[src/rtl/memop_pkg.sv]
package memop_pkg;
  typedef enum logic [1:0] {PH_FIRST, PH_SIB, PH_DISP} phase_e;
  typedef enum logic [1:0] {DL_NONE, DL_ONE, DL_WIDE} dlen_e;

  localparam logic [1:0] MOD_NODISP = 2'b00;
  localparam logic [1:0] MOD_D8     = 2'b01;
  localparam logic [1:0] MOD_D32    = 2'b10;
  localparam logic [1:0] MOD_REG    = 2'b11;
  localparam logic [2:0] RM_ESC_SIB = 3'b100;
  localparam logic [2:0] RM_NOBASE  = 3'b101;
  localparam logic [2:0] IDX_NONE   = 3'b100;

  function automatic dlen_e disp_for_mod(input logic [1:0] m);
    case (m)
      MOD_D8:  return DL_ONE;
      MOD_D32: return DL_WIDE;
      default: return DL_NONE;
    endcase
  endfunction
endpackage

[src/rtl/memop_first_dec.sv]
module memop_first_dec
  import memop_pkg::*;
(
  input  logic [7:0] byte_in,
  input  logic       ext_r,
  input  logic       ext_b,
  output logic [1:0] mod_f,
  output logic [3:0] reg_num,
  output logic       want_sib,
  output logic       rip_rel,
  output logic       base_en,
  output logic [3:0] base_num,
  output dlen_e      dlen
);
  logic [2:0] rm;
  assign mod_f   = byte_in[7:6];
  assign rm      = byte_in[2:0];
  assign reg_num = {ext_r, byte_in[5:3]};

  always_comb begin
    want_sib = (mod_f != MOD_REG) && (rm == RM_ESC_SIB);
    rip_rel  = (mod_f == MOD_NODISP) && (rm == RM_NOBASE);
    base_en  = !rip_rel && !want_sib;
    base_num = base_en ? {ext_b, rm} : 4'd0;
    if (mod_f == MOD_REG)  dlen = DL_NONE;
    else if (rip_rel)      dlen = DL_WIDE;
    else                   dlen = disp_for_mod(mod_f);
  end
endmodule

[src/rtl/memop_sib_dec.sv]
module memop_sib_dec
  import memop_pkg::*;
(
  input  logic [7:0] byte_in,
  input  logic [1:0] mod_f,
  input  logic       ext_x,
  input  logic       ext_b,
  output logic       index_en,
  output logic [3:0] index_num,
  output logic [3:0] scale,
  output logic       base_en,
  output logic [3:0] base_num,
  output dlen_e      dlen
);
  logic [2:0] idx, bs;
  assign idx = byte_in[5:3];
  assign bs  = byte_in[2:0];

  always_comb begin
    index_en  = !((idx == IDX_NONE) && !ext_x);
    index_num = index_en ? {ext_x, idx} : 4'd0;
    scale     = 4'd1 << byte_in[7:6];
    base_en   = !((mod_f == MOD_NODISP) && (bs == RM_NOBASE));
    base_num  = base_en ? {ext_b, bs} : 4'd0;
    dlen      = base_en ? disp_for_mod(mod_f) : DL_WIDE;
  end
endmodule

[src/rtl/memop_disp_acc.sv]
module memop_disp_acc #(
  parameter int DISP_W = 32
) (
  input  logic              clk,
  input  logic              rst_n,
  input  logic              shift_en,
  input  logic [7:0]        byte_in,
  output logic [DISP_W-1:0] acc_next
);
  logic [DISP_W-1:0] acc_q;
  assign acc_next = {byte_in, acc_q[DISP_W-1:8]};

  always_ff @(posedge clk or negedge rst_n) begin
    if (!rst_n)        acc_q <= '0;
    else if (shift_en) acc_q <= acc_next;
  end
endmodule

[src/rtl/memop_decoder.sv]
module memop_decoder
  import memop_pkg::*;
#(
  parameter int DISP_W = 32,
  localparam int DISP_BYTES = DISP_W / 8,
  localparam int MAX_LEN = DISP_BYTES + 2,
  localparam int CNT_W = $clog2(MAX_LEN + 1)
) (
  input  logic              clk,
  input  logic              rst_n,
  input  logic              rex_r,
  input  logic              rex_x,
  input  logic              rex_b,
  input  logic              in_valid,
  input  logic [7:0]        in_byte,
  output logic              in_ready,
  output logic              done,
  output logic [3:0]        reg_num,
  output logic [3:0]        base_num,
  output logic              base_en,
  output logic [3:0]        index_num,
  output logic              index_en,
  output logic [3:0]        scale,
  output logic              rip_rel,
  output logic [DISP_W-1:0] disp,
  output logic [CNT_W-1:0]  byte_count
);
  // decoder outputs
  logic [1:0] f_mod;
  logic [3:0] f_reg, f_base;
  logic f_sib, f_rip, f_ben;
  dlen_e f_dlen;
  logic s_ien, s_ben;
  logic [3:0] s_idx, s_scale, s_base;
  dlen_e s_dlen;
  logic [DISP_W-1:0] acc_next;

  // working state
  phase_e phase_q, phase_n;
  logic [1:0] mod_q, mod_n;
  logic rexx_q, rexx_n, rexb_q, rexb_n, one_q, one_n;
  logic [CNT_W-1:0] cnt_q, cnt_n, left_q, left_n;
  logic [3:0] wreg_q, wreg_n, wbase_q, wbase_n, widx_q, widx_n, wscale_q, wscale_n;
  logic wben_q, wben_n, wien_q, wien_n, wrip_q, wrip_n;
  logic rdy_q, done_q, fire, finish, shift_en;
  logic [DISP_W-1:0] fin_disp;

  // result registers
  logic [3:0] o_reg_q, o_base_q, o_idx_q, o_scale_q;
  logic o_ben_q, o_ien_q, o_rip_q;
  logic [DISP_W-1:0] o_disp_q;
  logic [CNT_W-1:0] o_cnt_q;

  memop_first_dec u_first (
    .byte_in(in_byte), .ext_r(rex_r), .ext_b(rex_b), .mod_f(f_mod),
    .reg_num(f_reg), .want_sib(f_sib), .rip_rel(f_rip), .base_en(f_ben),
    .base_num(f_base), .dlen(f_dlen)
  );

  memop_sib_dec u_sib (
    .byte_in(in_byte), .mod_f(mod_q), .ext_x(rexx_q), .ext_b(rexb_q),
    .index_en(s_ien), .index_num(s_idx), .scale(s_scale), .base_en(s_ben),
    .base_num(s_base), .dlen(s_dlen)
  );

  memop_disp_acc #(.DISP_W(DISP_W)) u_acc (
    .clk(clk), .rst_n(rst_n), .shift_en(shift_en), .byte_in(in_byte),
    .acc_next(acc_next)
  );

  assign fire = in_valid && rdy_q;

  always_comb begin
    phase_n = phase_q;  mod_n = mod_q;  rexx_n = rexx_q;  rexb_n = rexb_q;
    one_n = one_q;  cnt_n = cnt_q;  left_n = left_q;
    wreg_n = wreg_q;  wbase_n = wbase_q;  widx_n = widx_q;  wscale_n = wscale_q;
    wben_n = wben_q;  wien_n = wien_q;  wrip_n = wrip_q;
    finish = 1'b0;  shift_en = 1'b0;  fin_disp = '0;
    if (fire) begin
      cnt_n = cnt_q + CNT_W'(1);
      case (phase_q)
        PH_FIRST: begin
          cnt_n = CNT_W'(1);
          mod_n = f_mod;  rexx_n = rex_x;  rexb_n = rex_b;
          wreg_n = f_reg;  wbase_n = f_base;  wben_n = f_ben;  wrip_n = f_rip;
          widx_n = 4'd0;  wien_n = 1'b0;  wscale_n = 4'd1;
          if (f_sib) phase_n = PH_SIB;
          else if (f_dlen == DL_NONE) finish = 1'b1;
          else begin
            phase_n = PH_DISP;
            one_n   = (f_dlen == DL_ONE);
            left_n  = (f_dlen == DL_ONE) ? CNT_W'(1) : CNT_W'(DISP_BYTES);
          end
        end
        PH_SIB: begin
          widx_n = s_idx;  wien_n = s_ien;  wscale_n = s_scale;
          wbase_n = s_base;  wben_n = s_ben;
          if (s_dlen == DL_NONE) begin
            finish  = 1'b1;
            phase_n = PH_FIRST;
          end else begin
            phase_n = PH_DISP;
            one_n   = (s_dlen == DL_ONE);
            left_n  = (s_dlen == DL_ONE) ? CNT_W'(1) : CNT_W'(DISP_BYTES);
          end
        end
        default: begin
          shift_en = 1'b1;
          left_n   = left_q - CNT_W'(1);
          if (left_q == CNT_W'(1)) begin
            finish   = 1'b1;
            phase_n  = PH_FIRST;
            fin_disp = one_q ? {{(DISP_W-8){in_byte[7]}}, in_byte} : acc_next;
          end
        end
      endcase
    end
  end

  always_ff @(posedge clk or negedge rst_n) begin
    if (!rst_n) begin
      phase_q <= PH_FIRST;  mod_q <= '0;  rexx_q <= 1'b0;  rexb_q <= 1'b0;
      one_q <= 1'b0;  cnt_q <= '0;  left_q <= '0;
      wreg_q <= '0;  wbase_q <= '0;  widx_q <= '0;  wscale_q <= '0;
      wben_q <= 1'b0;  wien_q <= 1'b0;  wrip_q <= 1'b0;
      rdy_q <= 1'b0;  done_q <= 1'b0;
    end else begin
      phase_q <= phase_n;  mod_q <= mod_n;  rexx_q <= rexx_n;  rexb_q <= rexb_n;
      one_q <= one_n;  cnt_q <= cnt_n;  left_q <= left_n;
      wreg_q <= wreg_n;  wbase_q <= wbase_n;  widx_q <= widx_n;  wscale_q <= wscale_n;
      wben_q <= wben_n;  wien_q <= wien_n;  wrip_q <= wrip_n;
      rdy_q <= 1'b1;  done_q <= finish;
    end
  end

  always_ff @(posedge clk or negedge rst_n) begin
    if (!rst_n) begin
      o_reg_q <= '0;  o_base_q <= '0;  o_idx_q <= '0;  o_scale_q <= '0;
      o_ben_q <= 1'b0;  o_ien_q <= 1'b0;  o_rip_q <= 1'b0;
      o_disp_q <= '0;  o_cnt_q <= '0;
    end else if (finish) begin
      o_reg_q <= wreg_n;  o_base_q <= wbase_n;  o_idx_q <= widx_n;  o_scale_q <= wscale_n;
      o_ben_q <= wben_n;  o_ien_q <= wien_n;  o_rip_q <= wrip_n;
      o_disp_q <= fin_disp;  o_cnt_q <= cnt_n;
    end
  end

  assign in_ready   = rdy_q;
  assign done       = done_q;
  assign reg_num    = o_reg_q;
  assign base_num   = o_base_q;
  assign base_en    = o_ben_q;
  assign index_num  = o_idx_q;
  assign index_en   = o_ien_q;
  assign scale      = o_scale_q;
  assign rip_rel    = o_rip_q;
  assign disp       = o_disp_q;
  assign byte_count = o_cnt_q;
endmodule

[config.mk]
export PLATFORM = sky130hd
export DESIGN_NAME = memop_decoder
export DESIGN_NICKNAME = d
export VERILOG_FILES = /design/src/rtl/memop_pkg.sv /design/src/rtl/memop_first_dec.sv /design/src/rtl/memop_sib_dec.sv /design/src/rtl/memop_disp_acc.sv /design/src/rtl/memop_decoder.sv
export SDC_FILE = /design/constraint.sdc
export NUM_CORES = 1
export LEC_CHECK = 0
export ABC_AREA = 1
export BUFFER_PORTS_ARGS = -buffer_cell sky130_fd_sc_hd__buf_2
export CORE_MARGIN = 4
export CORE_UTILIZATION = 50
export CTS_CLUSTER_SIZE = 28
export DETAILED_ROUTE_END_ITERATION = 8
export PLACE_DENSITY_LB_ADDON = 0.15
export SLEW_MARGIN = 20
export SYNTH_ARGS = -nofsm -noshare
export SYNTH_HDL_FRONTEND = slang
export SYNTH_HIERARCHICAL = 1
export SYNTH_SLANG_ARGS = --single-unit
[constraint.sdc]
create_clock -name clk -period 1.5 [get_ports clk]
set_clock_uncertainty 0.05 [all_clocks]
set_input_delay 0.375 -clock clk [delete_from_list [all_inputs] [get_ports clk]]
set_output_delay 0.375 -clock clk [all_outputs]
set_load 0.01 [all_outputs]
==> metrics, run 1 <==
Clock Tree Root=clkbuf_8; max cap viols=0; Hold Vio Cnt, Final=0; Cells after DPL=864; FF-to-FF path depth=9; highest net fanout along the worst path=29; area of the core=10300 µm²; die footprint=12300 µm²; Req. time, crit path=1.77 ns; Initial Util=51.2%; DRT Pass-1 Iters=5; Netlist cell types=27; fin worst setup slack=-0.0271 ns; Cell Rows=37; chip width=111 µm; hold crit path type=primary input to flip-flop; initial antenna violation count=0; # diodes=0; number of buffers created by CTS=9; Worst Setup Start Kind=flip-flop; wire per inst=13.3 µm; RSZ-0062 raised after global routing=yes; GR Util All Layers=20.1%; DIE HEIGHT=111 µm; crit path time final=1.53 ns; leakage power=0.00365 µW; max-slew violation count=0; asr flop ratio synth=100%; Clock Sinks=112; DRC Markers=0; PD cells=1730 nW/µm²; final RePlAce weighted congestion=0.804; num ports=70; sequential share of the synthesized area=53.0%; DR vias=4344; Via-to-Cell Ratio=4.91; vias in the first global route=4255; Setup CP Type=flip-flop to flip-flop; Worst EP arrival=1.80 ns; NumNets Final=761; FF/Latch Area=2810 µm²; status=finished, violations left; failing checks=setup timing; final worst-path cycle share=102%; Cell Area, Synth=5290 µm²; Critical Path End Type=flip-flop; FILL cells=895; Mapped Nets=680; Syn Inst Count=663; Clock Tree Buf Depth=2; max frequency=0.655 GHz; cell count of the worst hold path=3; Max VDD drop=822 µV; Syn-to-layout area delta=19.5%; area occupied by multi-input gates=1990 µm²; pre-CTS WS=-0.283 ns; clk_lat worst skew=0.38 ns; Routed WL=11700 µm; H-tree levels=3; number of synthesized flops with an enable pin=0; reg2reg setup slack=-0.03 ns; Mean Syn Cell Area=7.97 µm²; fin cells=885; largest net degree at the start of global routing=34; antenna-violating nets left=0; GRT overflow=0; CTS tree=built; Primary FF master, synth=dfrtp_1; first-pass GRT wire length=20400 µm; DP HPWL=8320 µm; number of synthesized register bits=112; initial DRC count=291; CTS clk-pin slew, worst paths=0.11 ns; Hold WS=0.191 ns; final core utilization=61.2%; input/output buffers=69; layout cells sized above 1=24.0%; Ys Warns=6; setup tns final=-0.156 ns; final setup vio count=23
cell usage after synthesis (3+ instances only):
cell type,n,area share [%]
inv_2,4,0.28
dfrtp_1,112,53
inv_1,57,4.0
nor2_2,3,0.36
nor2_1,24,1.7
nand3_2,4,0.76
ha_1,3,0.71
mux2_2,6,1.3
nand2_2,14,1.7
buf_2,17,1.6
nand2_1,288,20
nand3_1,56,5.3
clkbuf_1,13,0.92
o21ai_0,33,3.1
buf_4,14,2.0
layer usage:
metal  part of all wire, %  vias to the layer above  GRT usage, %
li1                      -                     2179             -
met1                    46                     2046          26.8
met2                    48                       93          32.6
met3                   3.9                       26          3.60
met4                   2.8                        0          8.13
met5                     0                        -             0
worst max-delay path, stage by stage (launching register included):
cell	delay, ns
dfrtp_1	0.42
inv_2	0.06
a21oi_2	0.17
nor2_2	0.06
a21oi_2	0.17
nand2_2	0.12
nand2_4	0.10
buf_12	0.17
nand2_1	0.08
nand2_1	0.06
stage by stage:
step / instance area [µm²] / power [µW]
after floorplan: 5310 / 7300
after global placement: 5990 / 8790
after detailed placement: 5990 / 8920
after CTS: 6240 / 10900
after global routing: 6310 / 11800
final: 6310 / 10900
cells in the final DEF, fill, tap and decap left out, types with 2 or more instances in the layout:
master | Yosys | layout
nand3_1 | 56 | 56
nand3_2 | 4 | 4
clkbuf_8 | 2 | 9
dfrtp_2 | 0 | 3
buf_4 | 14 | 36
nand2_2 | 14 | 14
dfrtp_1 | 112 | 109
nor2_1 | 24 | 20
inv_6 | 0 | 4
buf_6 | 2 | 2
nand2_1 | 288 | 286
nor2_2 | 3 | 4
buf_2 | 17 | 68
buf_12 | 1 | 11
inv_4 | 0 | 2
nor2_4 | 1 | 4
mux2_2 | 6 | 6
nand2_4 | 0 | 2
inv_1 | 57 | 57
inv_2 | 4 | 2
o21ai_0 | 33 | 32
ha_1 | 3 | 3
a21oi_2 | 0 | 2
power breakdown:
part	leakage, µW	switching (µW)	total (µW)	internal, µW
sequential	0.00147	666	4750	4080
clock	0.000108	1100	1910	808
combinational	0.00207	2450	4250	1800
sequential cells by signal, indices dropped and copies added (netlist names), 2 cells and up:
register and flops:
disp 32, u_acc/acc_q 24, base_num 4, index_num 4, reg_num 4, scale 4
wbase_q 4, widx_q 4, wreg_q 4, wscale_q 4, byte_count 3, cnt_q 3
left_q 3, mod_q 2, phase_q 2
cells by family (layout without fill, tap and decap cells):
| family | count (synthesis) | after routing | synth area share, % |
|---|---|---|---|
| buffers and inverters | 111 | 197 | 10.4 |
| other | 1 | 1 | 0.0710 |
| adder cells (fa/ha/maj) | 3 | 3 | 0.710 |
| AND/OR/NAND/NOR | 393 | 393 | 30.9 |
| multiplexers | 6 | 6 | 1.28 |
| AO/OA/AOI/OAI | 37 | 37 | 3.62 |
| flip-flops | 112 | 112 | 53.0 |
final timing paths:
kind | startpoint | to
max | mod_q[1] | disp[22]
min | rex_x | rexx_q
max reg2reg | mod_q[1] | disp[22]
min reg2reg | disp[21] | disp[21]
max in group asynchronous | rst_n | disp[22]
min in group asynchronous | rst_n | disp[10]
repair_timing:
item | in CTS | in global routing
endpoints found under the hold margin | 21 | 0
resized for setup | 7 | 12
hold buffers | 1 | 0
cloned | 0 | 1
buffers inserted | 2 | 1
pin swaps | 1 | 0
setup endpoints to repair | 55 | 84
final cells by class:
cell class / count / area share, %
tap: 136 / 2.69
clock buffer: 9 / 1.96
sequential: 112 / 44.4
timing repair buffer: 119 / 14.1
clock inverter: 7 / 1.37
multi-input combinational: 440 / 31.6
inverter: 62 / 3.88
Power figures use the tool's default switching activity.
==> run 2, diff against run 1 <==
Settings changed: CORE_ASPECT_RATIO from default to 0.7.
==> metrics, run 2 (synthesized netlist as in run 1, its figures left out) <==
status=finished, violations left; failing checks=setup timing; pre-CTS WS=-0.329 ns (-0.0463 ns); DP HPWL=8530 µm (+2.4%); FF-to-FF path depth=9 (unchanged); H-tree levels=3 (unchanged); first-pass GRT wire length=20800 µm (+2.1%); num ports=70 (unchanged); Worst EP arrival=1.82 ns (+0.02 ns); final RePlAce weighted congestion=0.843 (+4.7%); reg2reg setup slack=-0.09 ns (-0.06 ns); max-slew violation count=0 (unchanged); setup tns final=-3.39 ns (-3.24 ns); initial antenna violation count=0 (unchanged); chip width=131 µm (+18%); Hold WS=0.216 ns (+0.0251 ns); hold crit path type=primary input to flip-flop; WHS Endpoint=rexx_q; final non-filler cell area=6380 µm² (+1.1%); die footprint=12300 µm² (+0.21%); vias in the first global route=4105 (-3.5%); Max VDD drop=1050 µV (+27%); fin worst setup slack=-0.0904 ns (-0.0633 ns); largest net degree at the start of global routing=48 (+41%); Cell Rows=31 (-16%); DRT Pass-1 Iters=4 (-1); antenna-violating nets left=0 (unchanged); layout cells sized above 1=23.6% (-0.47 points); # diodes=0 (unchanged); Clock Tree Buf Depth=2 (unchanged); max cap viols=0 (unchanged); HP Start=rex_x; Initial Util=51.2% (about the same); met1 Use GR=34.5% (+7.6 points); Syn-to-layout area delta=20.8%; highest net fanout along the worst path=19 (-34%); Clock Tree Root=clkbuf_16; GR Util All Layers=21.6% (+1.5 points); final setup vio count=55 (+140%); commonest non-fill, non-tap cell in the layout=nand2_1; Req. time, crit path=1.73 ns (-0.04 ns); cell count of the worst hold path=3 (unchanged); input/output buffers=69 (unchanged); leakage power=0.00369 µW (+0.94%); GRT busiest layer=met1; Critical Path End Type=flip-flop; GR Util met3=4.43% (+0.83 points); final worst-path cycle share=106% (+4.2 points); DR vias=4340 (-0.092%); GRT overflow=0 (unchanged); max reg flops=32 (unchanged); DRC Markers=0 (unchanged); DIE HEIGHT=94.0 µm (-15%); max frequency=0.629 GHz (-4.0%); crit path time final=1.59 ns (+0.0633 ns); Via-to-Cell Ratio=4.94 (+0.59%); FILL cells=912 (+1.9%); met2 Use GR=30.1% (-2.6 points); RSZ-0062 raised after global routing=yes; Hold Vio Cnt, Final=0 (unchanged); R2R Path Start=mod_q[1]; most frequent cells in the layout=286 x nand2_1, 111 x dfrtp_1, 68 x buf_2; area of the core=10300 µm² (about the same); wire per inst=14.5 µm (+9.4%); Clock Sinks=112 (unchanged); CTS clk-pin slew, worst paths=0.08 ns (-0.03 ns); PD cells=1790 nW/µm² (+3.8%); initial DRC count=344 (+18%); Setup CP Type=flip-flop to flip-flop; Worst Setup Start Kind=flip-flop; placed cell areas=5900 µm² (-1.5%); clk_lat worst skew=0.35 ns (-0.03 ns); Routed WL=12800 µm (+8.7%); NumNets Final=759 (-0.26%); CTS tree=built; number of buffers created by CTS=9 (unchanged); R2R Path End=base_num[2]
## run 2: cell types whose count changed in the layout (fill, tap and decap cells not counted), sizes merged
cell      previous run  this run
clkbuf              10        12
clkinvlp             0         2
buf                117       114
inv                 66        64
clkinv               2         1
## run 2: repair_timing
item	in CTS	in global routing
hold endpoints to repair	19	0
gates resized for setup	10	7
setup buffers	0	2
cloned	1	2
hold buffers	1	0
endpoints found under the setup margin	55	75
## run 2: worst max path at each step
stage / startpoint / endpoint / slack, ns / cells past startpoint
after global placement: in_byte[1] / byte_count[2] / -0.23 / 11
after floorplan: in_byte[1] / base_en / 0.003 / 10
after CTS: mod_q[1] / base_num[2] / -0.04 / 9
final: mod_q[1] / base_num[2] / -0.09 / 9
after detailed placement: in_byte[1] / byte_count[1] / -0.33 / 11
after global routing: mod_q[1] / index_num[0] / -0.16 / 9
## run 2: critical path, stage by stage (launching register included)
cell,delay (ns)
dfrtp_1,0.41
inv_2,0.07
a21oi_4,0.17
nor2_2,0.06
a21oi_2,0.17
nand2_2,0.11
nand2_4,0.15
buf_12,0.17
nand2_1,0.06
nand2_1,0.07
## run 2: layout make-up
cell class                 instances  area [µm²]  area share [%]
multi-input combinational        440        1990            31.2
tap                              132         165            2.59
sequential                       112        2800            43.9
clock buffer                      10         239            3.74
clock inverter                     6        73.8            1.16
inverter                          62         240            3.76
timing repair buffer             117         873            13.7
## run 2: per-stage QoR
step,total power [µW],cells,utilization (%)
2_1_floorplan,7300,663,-
3_3_place_gp,8670,857,57.1
3_5_place_dp,8780,857,57.1
4_1_cts,11500,875,60.9
5_1_grt,12300,879,61.9
6_report,11400,879,61.9
## run 2: routing by layer
| layer | vias up | wire (µm) |
|---|---|---|
| li1 | 2175 | - |
| met1 | 2041 | 6620 |
| met2 | 116 | 5430 |
| met3 | 8 | 591 |
| met4 | 0 | 122 |
| met5 | - | 0 |
## run 2: report_power, final
group | switching, µW | total (µW) | internal (µW)
Sequential | 663 | 4750 | 4090
Clock | 1110 | 2480 | 1360
Combinational | 2540 | 4220 | 1680
Total | 4310 | 11400 | 7140
==> run 3, diff against run 2 <==
--- a/constraint.sdc
+++ b/constraint.sdc
@@ -3,3 +3,3 @@
 set_input_delay 0.375 -clock clk [delete_from_list [all_inputs] [get_ports clk]]
 set_output_delay 0.375 -clock clk [all_outputs]
-set_load 0.01 [all_outputs]
+set_load 0.005 [all_outputs]
==> metrics, run 3 (synthesized netlist as in run 1, its figures left out) <==
Worst Setup Start Kind=flip-flop; internal power=7130 µW (-0.15%); chip width=131 µm (unchanged); final setup vio count=55 (unchanged); clock power share=22.0% (+0.4 points); Max VDD drop=1030 µV (-1.8%); NumNets Final=759 (unchanged); leakage power=0.00368 µW (about the same); setup tns final=-3.40 ns (-0.00412 ns); Cell Rows=31 (unchanged); met3 WL=603 µm (+2.0%); Via-to-Cell Ratio=4.94 (about the same); Final Power=11300 µW (-1.7%); Routed WL=12800 µm (about the same); die footprint=12300 µm² (unchanged); Req. time, crit path=1.73 ns (about the same); area of the core=10300 µm² (unchanged); max-slew violation count=0 (unchanged); CTS tree=built; GRT overflow=0 (unchanged); num ports=70 (unchanged); Clock Tree Buf Depth=2 (unchanged); Crit. Startpoint=mod_q[1]; initial DRC count=344 (unchanged); Hold Vio Cnt, Final=0 (unchanged); layout cells sized above 1=23.6% (unchanged); Cells after DPL=857 (unchanged); failing checks=setup timing; sw frac=36.7% (-0.98 points); hold crit path type=primary input to flip-flop; # diodes=0 (unchanged); input/output buffers=69 (unchanged); final non-filler cell area=6380 µm² (about the same); Top Metal Used=met4; vias in the first global route=4105 (unchanged); Initial Util=51.2% (unchanged); status=finished, violations left; Syn-to-layout area delta=20.7% (about the same); reg2reg setup slack=-0.09 ns (about the same); final worst-path cycle share=106% (about the same); most frequent cells in the layout=286 x nand2_1, 111 x dfrtp_1, 68 x buf_2; FF-to-FF path depth=9 (unchanged); final RePlAce weighted congestion=0.843 (unchanged); number of buffers created by CTS=9 (unchanged); clk_lat worst skew=0.35 ns (about the same); Clock Sinks=112 (unchanged); DRT Pass-1 Iters=4 (unchanged); placed cell areas=5900 µm² (unchanged); DIE HEIGHT=94.0 µm (unchanged); DRC Markers=0 (unchanged); detailed-routing wirelength on met1=6620 µm (about the same); max cap viols=0 (unchanged); final core utilization=61.8% (about the same); Clock Tree Root=clkbuf_16; CTS clk-pin slew, worst paths=0.08 ns (about the same); combinational share of power=35.8% (-1.0 points); RSZ-0062 raised after global routing=yes; crit path time final=1.59 ns (+0.000239 ns); CP endpoint=base_num[2]; Seq pwr share=42.2% (+0.7 points); Sw Pwr=4130 µW (-4.3%); PD cells=1760 nW/µm² (-1.6%); fin cells=879 (unchanged); wire per inst=14.5 µm (about the same); Setup CP Type=flip-flop to flip-flop; R2R Path End=base_num[2]; highest net fanout along the worst path=19 (unchanged); initial antenna violation count=0 (unchanged); max reg flops=32 (unchanged); fin worst setup slack=-0.0907 ns (-0.000239 ns); max frequency=0.629 GHz (about the same); largest net degree at the start of global routing=48 (unchanged); DP HPWL=8530 µm (unchanged); Worst EP arrival=1.82 ns (about the same); Critical Path End Type=flip-flop; antenna-violating nets left=0 (unchanged); met2 WL post-DR=5430 µm (about the same); H-tree levels=3 (unchanged); R2R Path Start=mod_q[1]; DR vias=4343 (+0.069%); GR Util All Layers=21.6% (unchanged); commonest non-fill, non-tap cell in the layout=nand2_1; first-pass GRT wire length=20800 µm (unchanged)
==> run 3: power groups by stage <==
stage                     combinational (µW)  clock [µW]  sequential, µW
after detailed placement                3820           0            4770
final                                   4020        2480            4750
after global routing                    4590        2660            4900
after CTS                               3970        2550            4740
after global placement                  3740           0            4740
after floorplan                         2420           0            4690
==> run 3: cell type report <==
class	instances	area (µm²)
fill	914	3940
sequential	112	2800
clock inverter	6	73.8
tap	132	165
clock buffer	10	239
inverter	62	240
multi-input combinational	440	1990
timing repair buffer	117	870
==> run 3: worst min path at each step <==
stage / start / to / slack [ns] / cells after the start
after floorplan: rst_n / base_en / 0.03 / 0
after global placement: rst_n / disp[20] / 0.24 / 1
after detailed placement: rst_n / disp[18] / 0.24 / 1
after CTS: rex_x / rexx_q / 0.21 / 3
after global routing: rex_x / rexx_q / 0.25 / 3
final: rex_x / rexx_q / 0.22 / 3
==> run 3: metal layers <==
layer	GRT usage, %	up-vias
met3	4.43	8
met4	4.88	0
met2	30.1	120
met1	34.5	2041
li1	-	2174
met5	0	-
==> run 3: through the flow <==
| stage | worst slack, ns | hold WS [ns] |
|---|---|---|
| after floorplan | 0.00409 | 0.0294 |
| after global placement | -0.233 | 0.241 |
| after detailed placement | -0.329 | 0.241 |
| after CTS | -0.0392 | 0.206 |
| after global routing | -0.162 | 0.248 |
| final | -0.0907 | 0.216 |
==> run 3: critical path: stages (launching register included) <==
cell and delay (ns):
dfrtp_1 0.41, inv_2 0.07, a21oi_4 0.17, nor2_2 0.06, a21oi_2 0.17, nand2_2 0.11
nand2_4 0.15, buf_12 0.17, nand2_1 0.06, nand2_1 0.07
==> run 3: repair_timing <==
item | 4_1_cts | 5_1_grt
endpoints found under the hold margin | 19 | 0
setup buffers | 0 | 2
setup endpoints to repair | 55 | 75
hold buffers | 1 | 0
cloned | 1 | 2
resized for setup | 10 | 6
